--- config.mk ---
export PLATFORM = sky130hd
export DESIGN_NAME = pio_cmd_fifo
export DESIGN_NICKNAME = d
export VERILOG_FILES = /design/src/rtl/pio_fifo_pkg.sv /design/src/rtl/pio_data_buf.sv /design/src/rtl/pio_cmd_buf.sv /design/src/rtl/pio_int_regs.sv /design/src/rtl/pio_cmd_fifo.sv
export SDC_FILE = /design/constraint.sdc
export NUM_CORES = 1
export LEC_CHECK = 0
export BUFFER_PORTS_ARGS = -buffer_cell sky130_fd_sc_hd__buf_4
export CORE_AREA = 2 2 209 262
export CTS_BUF_LIST = sky130_fd_sc_hd__clkbuf_8
export DETAILED_ROUTE_END_ITERATION = 10
export DIE_AREA = 0 0 211 264
export SETUP_SLACK_MARGIN = 0.05
export SYNTH_ARGS = -nofsm -noshare
export SYNTH_HDL_FRONTEND = slang
export SYNTH_HIERARCHICAL = 1
export SYNTH_SLANG_ARGS = --single-unit
--- constraint.sdc ---
create_clock -name clk_i -period 4 [get_ports clk_i]
set_input_delay 0.4 -clock clk_i [delete_from_list [all_inputs] [get_ports clk_i]]
set_output_delay 0.4 -clock clk_i [all_outputs]
set_load 0.02 [all_outputs]
--- src/rtl/pio_fifo_pkg.sv ---
package pio_fifo_pkg;
  localparam logic [7:0] CAUSE_FUNC_DONE = 8'h08;
  localparam logic [2:0] PHASE_DATA_OUT  = 3'd0;
endpackage

--- src/rtl/pio_data_buf.sv ---
module pio_data_buf #(
  parameter int DEPTH = 16,
  parameter int W     = 8,
  parameter int CNT_W = 17
) (
  input  logic                    clk_i,
  input  logic                    rst_ni,
  input  logic                    wr_i,
  input  logic [W-1:0]            wdata_i,
  input  logic                    rd_i,
  input  logic                    phase_zero_i,
  input  logic                    preload_i,
  input  logic [W-1:0]            status_i,
  input  logic                    cnt_load_i,
  input  logic signed [CNT_W-1:0] cnt_val_i,
  output logic [W-1:0]            rdata_o,
  output logic signed [CNT_W-1:0] count_o,
  output logic                    overrun_o
);
  localparam int PW = $clog2(DEPTH);
  localparam logic [PW-1:0] LAST = PW'(DEPTH - 1);
  localparam logic [PW-1:0] TWO  = PW'(2);

  logic [W-1:0]  mem_q [DEPTH];
  logic [PW-1:0] wptr_q, rptr_q;
  logic          at_last, wr_ok, rd_act, rd_ok;
  logic [PW-1:0] rptr_nxt;

  assign at_last  = (wptr_q == LAST);
  assign wr_ok    = wr_i & ~preload_i & ~at_last;
  assign rd_act   = rd_i & ~preload_i & ~wr_i;
  assign rd_ok    = rd_act & ~phase_zero_i & (rptr_q < wptr_q);
  assign rptr_nxt = rd_ok ? rptr_q + PW'(1) : rptr_q;

  for (genvar g = 0; g < DEPTH; g++) begin : g_ent
    always_ff @(posedge clk_i) begin
      if (preload_i && g == 0)              mem_q[g] <= status_i;
      else if (preload_i && g == 1)         mem_q[g] <= '0;
      else if (wr_ok && wptr_q == PW'(g))   mem_q[g] <= wdata_i;
    end
  end

  always_ff @(posedge clk_i or negedge rst_ni) begin
    if (!rst_ni) begin
      wptr_q <= '0;
      rptr_q <= '0;
    end else if (preload_i) begin
      wptr_q <= TWO;
      rptr_q <= '0;
    end else if (wr_ok) begin
      wptr_q <= wptr_q + PW'(1);
    end else if (rd_act) begin
      if (rptr_nxt == wptr_q) begin
        wptr_q <= '0;
        rptr_q <= '0;
      end else begin
        rptr_q <= rptr_nxt;
      end
    end
  end

  always_ff @(posedge clk_i or negedge rst_ni) begin
    if (!rst_ni)                    rdata_o <= '0;
    else if (rd_act && phase_zero_i) rdata_o <= '0;
    else if (rd_ok)                 rdata_o <= mem_q[rptr_q];
  end

  always_ff @(posedge clk_i or negedge rst_ni) begin
    if (!rst_ni)        count_o <= '0;
    else if (cnt_load_i) count_o <= cnt_val_i;
    else if (preload_i) count_o <= CNT_W'(2);
    else if (wr_ok)     count_o <= count_o + CNT_W'(1);
    else if (rd_ok)     count_o <= count_o - CNT_W'(1);
  end

  always_ff @(posedge clk_i or negedge rst_ni) begin
    if (!rst_ni) overrun_o <= 1'b0;
    else         overrun_o <= wr_i & ~preload_i & at_last;
  end

  assert_drop_at_last_R2: assert property (@(posedge clk_i) disable iff (!rst_ni)
    (wr_i && !preload_i && at_last) |=> (overrun_o && $stable(wptr_q)));
  assert_data_out_read_R5: assert property (@(posedge clk_i) disable iff (!rst_ni)
    (rd_act && phase_zero_i && !cnt_load_i) |=> (rdata_o == '0 && $stable(count_o) && $stable(rptr_q)));
  assert_drain_snap_R6: assert property (@(posedge clk_i) disable iff (!rst_ni)
    rd_act |=> ((rptr_q != wptr_q) || (rptr_q == '0 && wptr_q == '0)));
  assert_preload_ptrs_R7: assert property (@(posedge clk_i) disable iff (!rst_ni)
    preload_i |=> (wptr_q == TWO && rptr_q == '0));
endmodule

--- src/rtl/pio_cmd_buf.sv ---
module pio_cmd_buf #(
  parameter int DEPTH = 32,
  parameter int W     = 8,
  localparam int AW   = $clog2(DEPTH),
  localparam int LW   = $clog2(DEPTH + 1)
) (
  input  logic          clk_i,
  input  logic          rst_ni,
  input  logic          wr_i,
  input  logic [W-1:0]  wdata_i,
  input  logic          take_i,
  input  logic [AW-1:0] raddr_i,
  output logic [W-1:0]  rdata_o,
  output logic [LW-1:0] len_o,
  output logic          overrun_o
);
  localparam logic [LW-1:0] FULL = LW'(DEPTH);

  logic [W-1:0] mem_q [DEPTH];
  logic         full, app;

  assign full = (len_o == FULL);
  assign app  = wr_i & ~take_i & ~full;

  for (genvar g = 0; g < DEPTH; g++) begin : g_ent
    always_ff @(posedge clk_i) begin
      if (app && len_o == LW'(g)) mem_q[g] <= wdata_i;
    end
  end

  always_ff @(posedge clk_i or negedge rst_ni) begin
    if (!rst_ni)     len_o <= '0;
    else if (take_i) len_o <= '0;
    else if (app)    len_o <= len_o + LW'(1);
  end

  always_ff @(posedge clk_i or negedge rst_ni) begin
    if (!rst_ni) overrun_o <= 1'b0;
    else         overrun_o <= wr_i & ~take_i & full;
  end

  assign rdata_o = ({1'b0, raddr_i} < len_o) ? mem_q[raddr_i] : '0;

  assert_cmd_append_R3: assert property (@(posedge clk_i) disable iff (!rst_ni)
    (wr_i && !take_i && !full) |=> (len_o == $past(len_o) + LW'(1)));
  assert_cmd_full_drop_R3: assert property (@(posedge clk_i) disable iff (!rst_ni)
    (wr_i && !take_i && full) |=> (overrun_o && $stable(len_o)));
endmodule

--- src/rtl/pio_int_regs.sv ---
module pio_int_regs
  import pio_fifo_pkg::*;
#(
  parameter int FLAG_W = 5
) (
  input  logic              clk_i,
  input  logic              rst_ni,
  input  logic              flush_i,
  input  logic              ack_i,
  input  logic              raise_i,
  input  logic              seq_wr_i,
  input  logic [2:0]        seq_val_i,
  output logic [7:0]        cause_o,
  output logic [2:0]        seq_o,
  output logic [FLAG_W-1:0] flags_o,
  output logic              irq_o
);
  always_ff @(posedge clk_i or negedge rst_ni) begin
    if (!rst_ni) begin
      cause_o <= '0;
      seq_o   <= '0;
      flags_o <= '0;
      irq_o   <= 1'b0;
    end else begin
      if (flush_i)     cause_o <= CAUSE_FUNC_DONE;
      else if (ack_i)  cause_o <= '0;
      if (flush_i)       seq_o <= '0;
      else if (seq_wr_i) seq_o <= seq_val_i;
      if (raise_i)      flags_o <= FLAG_W'(2);
      else if (flush_i) flags_o <= '0;
      if (raise_i)     irq_o <= 1'b1;
      else if (ack_i)  irq_o <= 1'b0;
    end
  end

  assert_flush_regs_R8: assert property (@(posedge clk_i) disable iff (!rst_ni)
    flush_i |=> (cause_o == CAUSE_FUNC_DONE && seq_o == '0 && (flags_o == '0 || $past(raise_i))));
  assert_ack_lowers_R9: assert property (@(posedge clk_i) disable iff (!rst_ni)
    (ack_i && !raise_i) |=> !irq_o);
  assert_raise_R7: assert property (@(posedge clk_i) disable iff (!rst_ni)
    raise_i |=> (irq_o && flags_o == FLAG_W'(2)));
endmodule

--- src/rtl/pio_cmd_fifo.sv ---
module pio_cmd_fifo
  import pio_fifo_pkg::*;
#(
  parameter int DATA_DEPTH = 16,
  parameter int CMD_DEPTH  = 32,
  parameter int CNT_W      = 17,
  localparam int CAW       = $clog2(CMD_DEPTH),
  localparam int CLW       = $clog2(CMD_DEPTH + 1),
  localparam int FLAG_W    = $clog2(DATA_DEPTH) + 1
) (
  input  logic                    clk_i,
  input  logic                    rst_ni,
  input  logic                    fifo_wr_i,
  input  logic [7:0]              fifo_wdata_i,
  input  logic                    fifo_rd_i,
  input  logic [2:0]              phase_i,
  output logic [7:0]              fifo_rdata_o,
  input  logic                    cmd_mode_i,
  input  logic                    cmd_take_i,
  input  logic [CAW-1:0]          cmd_raddr_i,
  output logic [7:0]              cmd_rdata_o,
  output logic [CLW-1:0]          cmd_len_o,
  input  logic                    status_load_i,
  input  logic [7:0]              status_byte_i,
  input  logic                    count_load_i,
  input  logic signed [CNT_W-1:0] count_val_i,
  output logic signed [CNT_W-1:0] count_o,
  input  logic                    flush_i,
  input  logic                    int_ack_i,
  input  logic                    seq_wr_i,
  input  logic [2:0]              seq_val_i,
  output logic [2:0]              seq_step_o,
  output logic [7:0]              int_cause_o,
  output logic [FLAG_W-1:0]       fifo_flags_o,
  output logic                    irq_o,
  output logic                    overrun_o
);
  logic host_wr, data_wr, data_rd, cmd_wr;
  logic data_ovr, cmd_ovr;

  assign host_wr = fifo_wr_i & ~status_load_i;
  assign data_wr = host_wr & ~cmd_mode_i;
  assign cmd_wr  = host_wr & cmd_mode_i;
  assign data_rd = fifo_rd_i & ~status_load_i;

  pio_data_buf #(.DEPTH(DATA_DEPTH), .W(8), .CNT_W(CNT_W)) i_data (
    .clk_i, .rst_ni,
    .wr_i        (data_wr),
    .wdata_i     (fifo_wdata_i),
    .rd_i        (data_rd & ~fifo_wr_i),
    .phase_zero_i(phase_i == PHASE_DATA_OUT),
    .preload_i   (status_load_i),
    .status_i    (status_byte_i),
    .cnt_load_i  (count_load_i),
    .cnt_val_i   (count_val_i),
    .rdata_o     (fifo_rdata_o),
    .count_o     (count_o),
    .overrun_o   (data_ovr)
  );

  pio_cmd_buf #(.DEPTH(CMD_DEPTH), .W(8)) i_cmd (
    .clk_i, .rst_ni,
    .wr_i     (cmd_wr),
    .wdata_i  (fifo_wdata_i),
    .take_i   (cmd_take_i),
    .raddr_i  (cmd_raddr_i),
    .rdata_o  (cmd_rdata_o),
    .len_o    (cmd_len_o),
    .overrun_o(cmd_ovr)
  );

  pio_int_regs #(.FLAG_W(FLAG_W)) i_regs (
    .clk_i, .rst_ni,
    .flush_i  (flush_i),
    .ack_i    (int_ack_i),
    .raise_i  (status_load_i),
    .seq_wr_i (seq_wr_i),
    .seq_val_i(seq_val_i),
    .cause_o  (int_cause_o),
    .seq_o    (seq_step_o),
    .flags_o  (fifo_flags_o),
    .irq_o    (irq_o)
  );

  assign overrun_o = data_ovr | cmd_ovr;

  assert_ovr_single_R2: assert property (@(posedge clk_i) disable iff (!rst_ni)
    overrun_o |=> (!overrun_o || $past(fifo_wr_i)));
  assert_preload_count_R7: assert property (@(posedge clk_i) disable iff (!rst_ni)
    (status_load_i && !count_load_i) |=> (count_o == CNT_W'(2) && irq_o));
  assert_preload_beats_write_R10: assert property (@(posedge clk_i) disable iff (!rst_ni)
    (status_load_i && !cmd_take_i) |=> ($stable(cmd_len_o) && !overrun_o));
endmodule

=== Word level (Yosys, flattened, before mapping) ===
Memory sizes are Yosys's and may differ from the RTL's.
Index checks and enable logic that the tools add are counted.

* Add/subtract/negate cells: 5
* $lt $le $gt $ge: 2
* Eq/ne operators: 49
* Multiplexer cells: 263
* Bitwise logic cells: 26
* Reductions and logical operators: 109

{| class="wikitable"
|+ Operators by type and width
! cell !! count
|-
| two-way mux 8 bit || 52
|-
| OR reduction 8 bit || 45
|-
| two-way mux 5 bit || 33
|-
| two-way mux 1 bit || 147
|-
| equality test 6 x 5 -> 1 bit, second input constant || 16
|-
| two-way mux 4 bit || 23
|-
| two-way mux 17 bit || 4
|-
| logical AND 1 bit || 49
|-
| equality test 6 x 4 -> 1 bit, second input constant || 8
|-
| equality test 4 bit, second input constant || 8
|-
| equality test 6 x 3 -> 1 bit, second input constant || 4
|-
| adder 17 x 2 -> 17 bit, second input constant || 1
|-
| subtractor 17 x 2 -> 17 bit, second input constant || 1
|-
| equality test 4 x 3 -> 1 bit, second input constant || 4
|-
| bitwise AND 1 bit || 15
|-
| nonzero test 2 bit || 7
|-
| equality test 6 x 2 -> 1 bit, second input constant || 2
|-
| two-way mux 6 bit || 2
|-
| adder 4 x 1 -> 4 bit, second input constant || 2
|-
| equality test 4 x 2 -> 1 bit, second input constant || 2
|-
| NOT 1 bit || 8
|-
| adder 6 x 1 -> 6 bit, second input constant || 1
|-
| equality test 6 x 1 -> 1 bit, second input constant || 1
|-
| equality test 6 bit, second input constant || 1
|-
| other kinds (13) || 18
|}

* Register bits: 58
* RAM bits: 384
* Input bits: 55
* Output and inout bits: 57
* Logic and storage cells: 467
* Memories: 2

{| class="wikitable"
|+ Memories
! name !! words !! width !! read ports !! clocked after Yosys merged registers in !! write ports !! line !! text
|-
| i_cmd.mem_q || 32 || 8 || 1 || 0 || 1 || pio_cmd_buf.sv:19 || <nowiki>logic [W-1:0] mem_q [DEPTH];</nowiki>
|-
| i_data.mem_q || 16 || 8 || 1 || 0 || 2 || pio_data_buf.sv:24 || <nowiki>logic [W-1:0] mem_q [DEPTH];</nowiki>
|}

=== Longest topological paths before layout ===
* Word-level depth: 40
* Gate-level depth with buffers: 13
* Depth with buffers taken out: 12

=== Hierarchy ===
The synthesis kept the hierarchy.

{| class="wikitable"
|+ Modules (own cells, without submodules)
! module !! instances !! cells each !! area each (um^2) !! seq. area each (um^2)
|-
| pio_cmd_buf || 1 || 542 || 10553.9 || 7862.5
|-
| pio_data_buf || 1 || 490 || 7549.7 || 4694.5
|-
| pio_int_regs || 1 || 29 || 307.8 || 150.1
|-
| pio_cmd_fifo || 1 || 5 || 36.3 || 0.0
|}

=== Worst setup path before layout ===
Ideal clock, no wire load.

* Path type: register -> register
* From: reg i_data.wptr_q[1]
* To: reg i_data.count_o[16]
* Library setup time: 133 ps
* Arrival: 3150 ps
* Required time: 3867 ps
* Slack: 717 ps
* Stages on the path, launching flop included: 14
* Path buffers: 1
* Clock period less this slack: 3283 ps
* Path through: dfrtp_1 -> ha_1 -> nand3_1 -> nand2_1 -> inv_1 -> buf_2 -> fa_1 -> nand3b_1 -> a21boi_0 -> a211oi_1 -> o31ai_1 -> mux2i_1 -> xor2_1 -> o21ai_0

* Longest elaborated chain between the ends: 6
* Elaborated cells between the ends (all ways): 9
* Those cells by class: 1 x order compare; 1 x eq/ne; 3 x mux; 3 x bitwise; 1 x reduce/logical

{| class="wikitable"
|+ RTL lines
! element !! line !! text
|-
| start: declaration || pio_data_buf.sv:25 || <nowiki>logic [PW-1:0] wptr_q, rptr_q;</nowiki>
|-
| start signal: assignment || pio_data_buf.sv:51 || <nowiki>wptr_q <= wptr_q + PW'(1);</nowiki>
|-
| equality test 4 bit || pio_data_buf.sv:29 || <nowiki>assign at_last = (wptr_q == LAST);</nowiki>
|-
| NOT 1 bit || pio_data_buf.sv:30 || <nowiki>assign wr_ok = wr_i & ~preload_i & ~at_last;</nowiki>
|-
| bitwise AND 1 bit || pio_data_buf.sv:30 ||
|-
| two-way mux 17 bit || pio_data_buf.sv:72 || <nowiki>else if (wr_ok) count_o <= count_o + CNT_W'(1);</nowiki>
|-
| two-way mux 17 bit || pio_data_buf.sv:71 || <nowiki>else if (preload_i) count_o <= CNT_W'(2);</nowiki>
|-
| two-way mux 17 bit || pio_data_buf.sv:70 || <nowiki>else if (cnt_load_i) count_o <= cnt_val_i;</nowiki>
|-
| end signal: assignment || pio_data_buf.sv:70 ||
|-
| end signal: assignment || pio_data_buf.sv:72 ||
|-
| end signal: assignment || pio_data_buf.sv:73 || <nowiki>else if (rd_ok) count_o <= count_o - CNT_W'(1);</nowiki>
|-
| end: declaration || pio_data_buf.sv:17 || <nowiki>output logic signed [CNT_W-1:0] count_o,</nowiki>
|}

Parallel ways exist; a longest one is shown, timed or not.
A chain may end at the register's enable or synchronous reset.

=== Worst setup path in the final report ===
* From: reg i_cmd.len_o[2]
* To: out cmd_rdata_o[0]

* Longest elaborated chain between the ends: 2

{| class="wikitable"
|+ RTL lines
! element !! line !! text
|-
| start: declaration || pio_cmd_buf.sv:14 || <nowiki>output logic [LW-1:0] len_o,</nowiki>
|-
| start signal: assignment || pio_cmd_buf.sv:34 || <nowiki>else if (app) len_o <= len_o + LW'(1);</nowiki>
|-
| < comparator 5 x 6 -> 1 bit || pio_cmd_buf.sv:42 || <nowiki>assign rdata_o = ({1'b0, raddr_i} < len_o) ? mem_q[raddr_i] : '0;</nowiki>
|-
| two-way mux 8 bit || pio_cmd_buf.sv:42 ||
|-
| end: declaration || pio_cmd_fifo.sv:21 || <nowiki>output logic [7:0] cmd_rdata_o,</nowiki>
|}

Every way passes these cells.

==> results list <==
* Maximum buffer depth of the clock tree: 3
* Post-Syn Area: between 0.015 and 0.02 mm²
- Remaining number of nets flagged by the antenna check after routing: 0
* Delay of the slowest cell on the worst path: between 0.5 and 0.6 ns
- Derived from the worst setup path, the maximum achievable clock frequency is approximately 280 MHz.
* Skew-Pair Late Insertion Delay: between 0.6 and 0.7 ns
* Crit path required time: between 3 and 4 ns
* Port Buf Inserts: 100
- Overall die area: approximately 0.056 mm²
* R2R Setup Slk: between 0.4 and 0.5 ns
- HPWL Detailed: between 20000 and 30000 µm
- Maximum number of pins on one net before global-route repair: 49
* Vertical extent of the die: roughly 260 µm
- After layout, the design draws a total of between 9 and 10 mW.
- The share of total power dissipated in sequential elements is 0.514.
* Final period utilization: 0.890
* Switching part of the total power: 0.256
- Compared with the post-synthesis result, the final layout area differs by 16.5%.
- The min-delay analysis places its worst path in the category input pin to flop.
- Clock tree from TritonCTS: yes
- Internal power comes to between 7 and 8 mW.
* Critical Path Sink Type: output port
* Crit Path Max Fanout: 8
- CORE AREA: 0.0534 mm²
- The synthesized netlist contains 65 unique library cells.
- Top cell type by total area after synthesis: sky130_fd_sc_hd__edfxtp_1
- Across every metal layer, demand over resource in global routing totals 0.153.
- Worst slew slack as a fraction of its limit: 0.227
- The critical path contains buffers and inverters numbering 2 combined.
- The final route contains just over 10000 vias.
- Number of core rows: 95
* Highest ir drop seen on vdd: about 0.32 mV
- Cell at the slowest stage of the critical path: sky130_fd_sc_hd__dfrtp_1
- The die is 211 µm wide.
* Clock tree root driver cell: sky130_fd_sc_hd__clkbuf_8
* Data arrival, critical path: about 3.2 ns
* Number of max-slew violations in the final report: 0
- For this design the static power due to leakage is between 7 and 8 nW.
- Setup violations remaining at the end of the flow were counted as 0.
* Worst Hold Launch: count_val_i[2]
- The worst path in the final design needs a cycle of approximately 3.6 ns, including I/O delays and setup.
- Maxcap violations: 0
- Unrepaired setup endpoints after global routing: no
- The first routing iteration left about 860 violations.
- Clock tree synthesis inserted a total of around 70 buffers.
* Launching element type of the critical path: flop
* Async set-or-reset flop fraction in the synthesized netlist: 0.109
- Number of global-route vias before repair: about 10000
* Antenna violations before repair: 0
- Path type of the worst setup path: flop to output port
* Number of design rule violations left after detail routing: 0
- Clock skew on the completed layout was measured at ~0.026 ns.
- At the pin with the least slew margin, the transition time is 1.15 ns.
- Post-detailed-route wirelength per cell: between 20 and 25 µm
* Primary flip-flop cell chosen by synthesis mapping: sky130_fd_sc_hd__edfxtp_1
- Via-per-instance ratio: around 5
- Once the clock tree was built, the resizer swapped 0 gates to a different size.
* Number of instances in the placed design: 1839
- Average cell area after synthesis: between 15 and 20 µm²
- The critical path starts at i_cmd/len_o[2].
* Layout cell share with drive strength beyond 1: 0.263
- Initial core utilization: 0.346
- Worst reg-to-reg path cell count: 12
- Initial DRT Pass Iterations: 5
- In this run the power spent charging and discharging nets is approximately 2.5 mW.
* Critical path cell sequence: inv_1 > ha_1 > a21o_1 > a31oi_2 > o2111ai_2 > o22ai_1 > a211o_1 > buf_4
- Main area contributors after synthesis: sky130_fd_sc_hd__edfxtp_1 63%, sky130_fd_sc_hd__mux4_2 12%, sky130_fd_sc_hd__dfrtp_1 6.4%, sky130_fd_sc_hd__mux2i_1 2.2%, sky130_fd_sc_hd__ha_1 2.2%
- Fin. Hold Viols: 0
- Number of I/O pins: about 110
- The worst register-to-register path begins at i_data/wptr_q[1].
* Post-synthesis sequential area ratio: 0.689
* Wire length of the first global-routing pass: between 60000 and 70000 µm
- CTS H-tree depth: 3
- Kind of cell with the highest combined delay on the critical path: compound AO/OA/AOI/OAI gates
* ANT cells: 0
- Post-synth EDFFs: 384
- Number of standard cells after synthesis: roughly 1100
- The net count of the finished layout is 1339.
* GRT Residual Overflow: 0
- Worst R2R End: i_data/count_o[16]
* Gp weighted congestion: 0.880
- Power spread over the standard cell area amounts to roughly 460 mW/mm².
- Counting every sink on the clock net gives roughly 430.
- Result of the run: completed
- After clock tree synthesis, the clock-pin slew on the worst setup and hold paths is ~0.06 ns.
- Total Routed Length: 42200 µm
* Worst hold path depth: 3
- Of the post-synthesis cell area, the dominant cell type holds 0.625.
- The share of total power dissipated in combinational logic is 0.129.
- Sum Neg Setup Slack: 0 ns
- Clock network fraction of design power: 0.357
- The worst hold path terminates at i_data/count_o[2].
* Number of warnings issued by yosys: 6
* Final cell count without fillers: 1979
- After synthesis the netlist holds a flip-flop and latch count of about 430.
## power groups by stage
stage | clock (mW) | combinational (mW) | sequential (mW)
final | 3.51 | 1.27 | 5.06
after global routing | 3.81 | 1.37 | 5.06
after CTS | 3.63 | 1.28 | 5.06
after detailed placement | 0 | 1.27 | 5.15
after global placement | 0 | 1.25 | 5.15
after floorplan | 0 | 0.757 | 5.21
## state kept, by name, summed over array words and instances (netlist names)
signal	flops
i_cmd/mem_q	256
i_data/count_o	17
i_data/rdata_o	8
i_regs/flags_o	1
i_regs/irq_o	1
i_regs/cause_o	1
i_regs/seq_o	3
i_data/mem_q	128
i_data/wptr_q	4
i_cmd/overrun_o	1
i_cmd/len_o	6
i_data/rptr_q	4
i_data/overrun_o	1
## worst max path at each step
stage / slack (ns) / depth (start not counted) / endpoint
5_1_grt: 0.06 / 12 / i_data/count_o[16]
3_3_place_gp: 0.36 / 13 / i_data/count_o[12]
2_1_floorplan: 0.72 / 13 / i_data/count_o[16]
4_1_cts: 0.41 / 12 / i_data/count_o[16]
3_5_place_dp: 0.34 / 13 / i_data/count_o[12]
6_report: 0.44 / 8 / cmd_rdata_o[0]
## synth_stat cells, types with 13 or more instances
master	count
sky130_fd_sc_hd__a21oi_1	23
sky130_fd_sc_hd__buf_2	17
sky130_fd_sc_hd__buf_4	14
sky130_fd_sc_hd__clkbuf_1	16
sky130_fd_sc_hd__dfrtp_1	47
sky130_fd_sc_hd__edfxtp_1	384
sky130_fd_sc_hd__ha_1	32
sky130_fd_sc_hd__inv_1	20
sky130_fd_sc_hd__mux2i_1	41
sky130_fd_sc_hd__mux4_2	96
sky130_fd_sc_hd__nand2_1	53
sky130_fd_sc_hd__nand3_1	18
sky130_fd_sc_hd__nor2_1	83
sky130_fd_sc_hd__nor3_1	14
sky130_fd_sc_hd__o21ai_0	15
sky130_fd_sc_hd__o22ai_1	13
sky130_fd_sc_hd__xnor2_1	16
## cells in the final DEF (no fill, tap or decap), drive strengths merged, types with 13 or more instances in the layout
cell and count:
o22ai 13, nor3 17, nand2 53, nor2 84, clkbuf 72, edfxtp 384, clkinv 16, conb 19
xnor2 17, mux2i 42, dfrtp 47, ha 32, mux4 96, a21oi 24, nand3 18, buf 130
inv 52, dlygate4sd3 17, o21ai 16
## area by class of cell
class / count / area [µm²]
tap: 679 / 850
inverter: 21 / 78.8
timing repair buffer: 147 / 1170
sequential: 431 / 12700
clock buffer: 72 / 991
multi-input combinational: 578 / 5410
fill: 4816 / 31900
clock inverter: 51 / 277
## logic make-up after synthesis
kind of cell	synth area share
simple gates	0.0589
mux	0.147
other cells	0.000407
xor+xnor	0.0124
buf+inv	0.0215
flops	0.689
fa+ha+maj	0.0228
compound gates	0.0482
## worst min-delay path, cell delays in order
cell	delay, ns
sky130_fd_sc_hd__buf_4	0.08
sky130_fd_sc_hd__a221oi_1	0.07
sky130_fd_sc_hd__nor2_1	0.08
## routing by layer
metal / vias up / part of all wire / wire, µm / global-route usage
met5: - / 0 / 0 / 0
met4: 0 / 0.027 / 1130 / 0.0592
met3: 66 / 0.046 / 1950 / 0.0281
met2: 284 / 0.52 / 21800 / 0.264
met1: 5198 / 0.41 / 17300 / 0.189
li1: 4571 / - / - / -
## metrics by stage
stage	area, µm²	util	worst slack, ns	hold slack [ns]
2_1_floorplan	18500	-	0.717	0.104
3_3_place_gp	20100	0.376	0.356	0.466
3_5_place_dp	20100	0.376	0.338	0.479
4_1_cts	21500	0.403	0.407	0.00567
5_1_grt	21500	0.403	0.0630	0.0383
6_report	21500	0.403	0.440	0.0560
## what timing repair did
action,in CTS,in global routing
setup endpoints to repair,0,0
hold buffers,17,0
buffers inserted,0,0
endpoints found under the hold margin,68,0
Power figures use the tool's default switching activity.
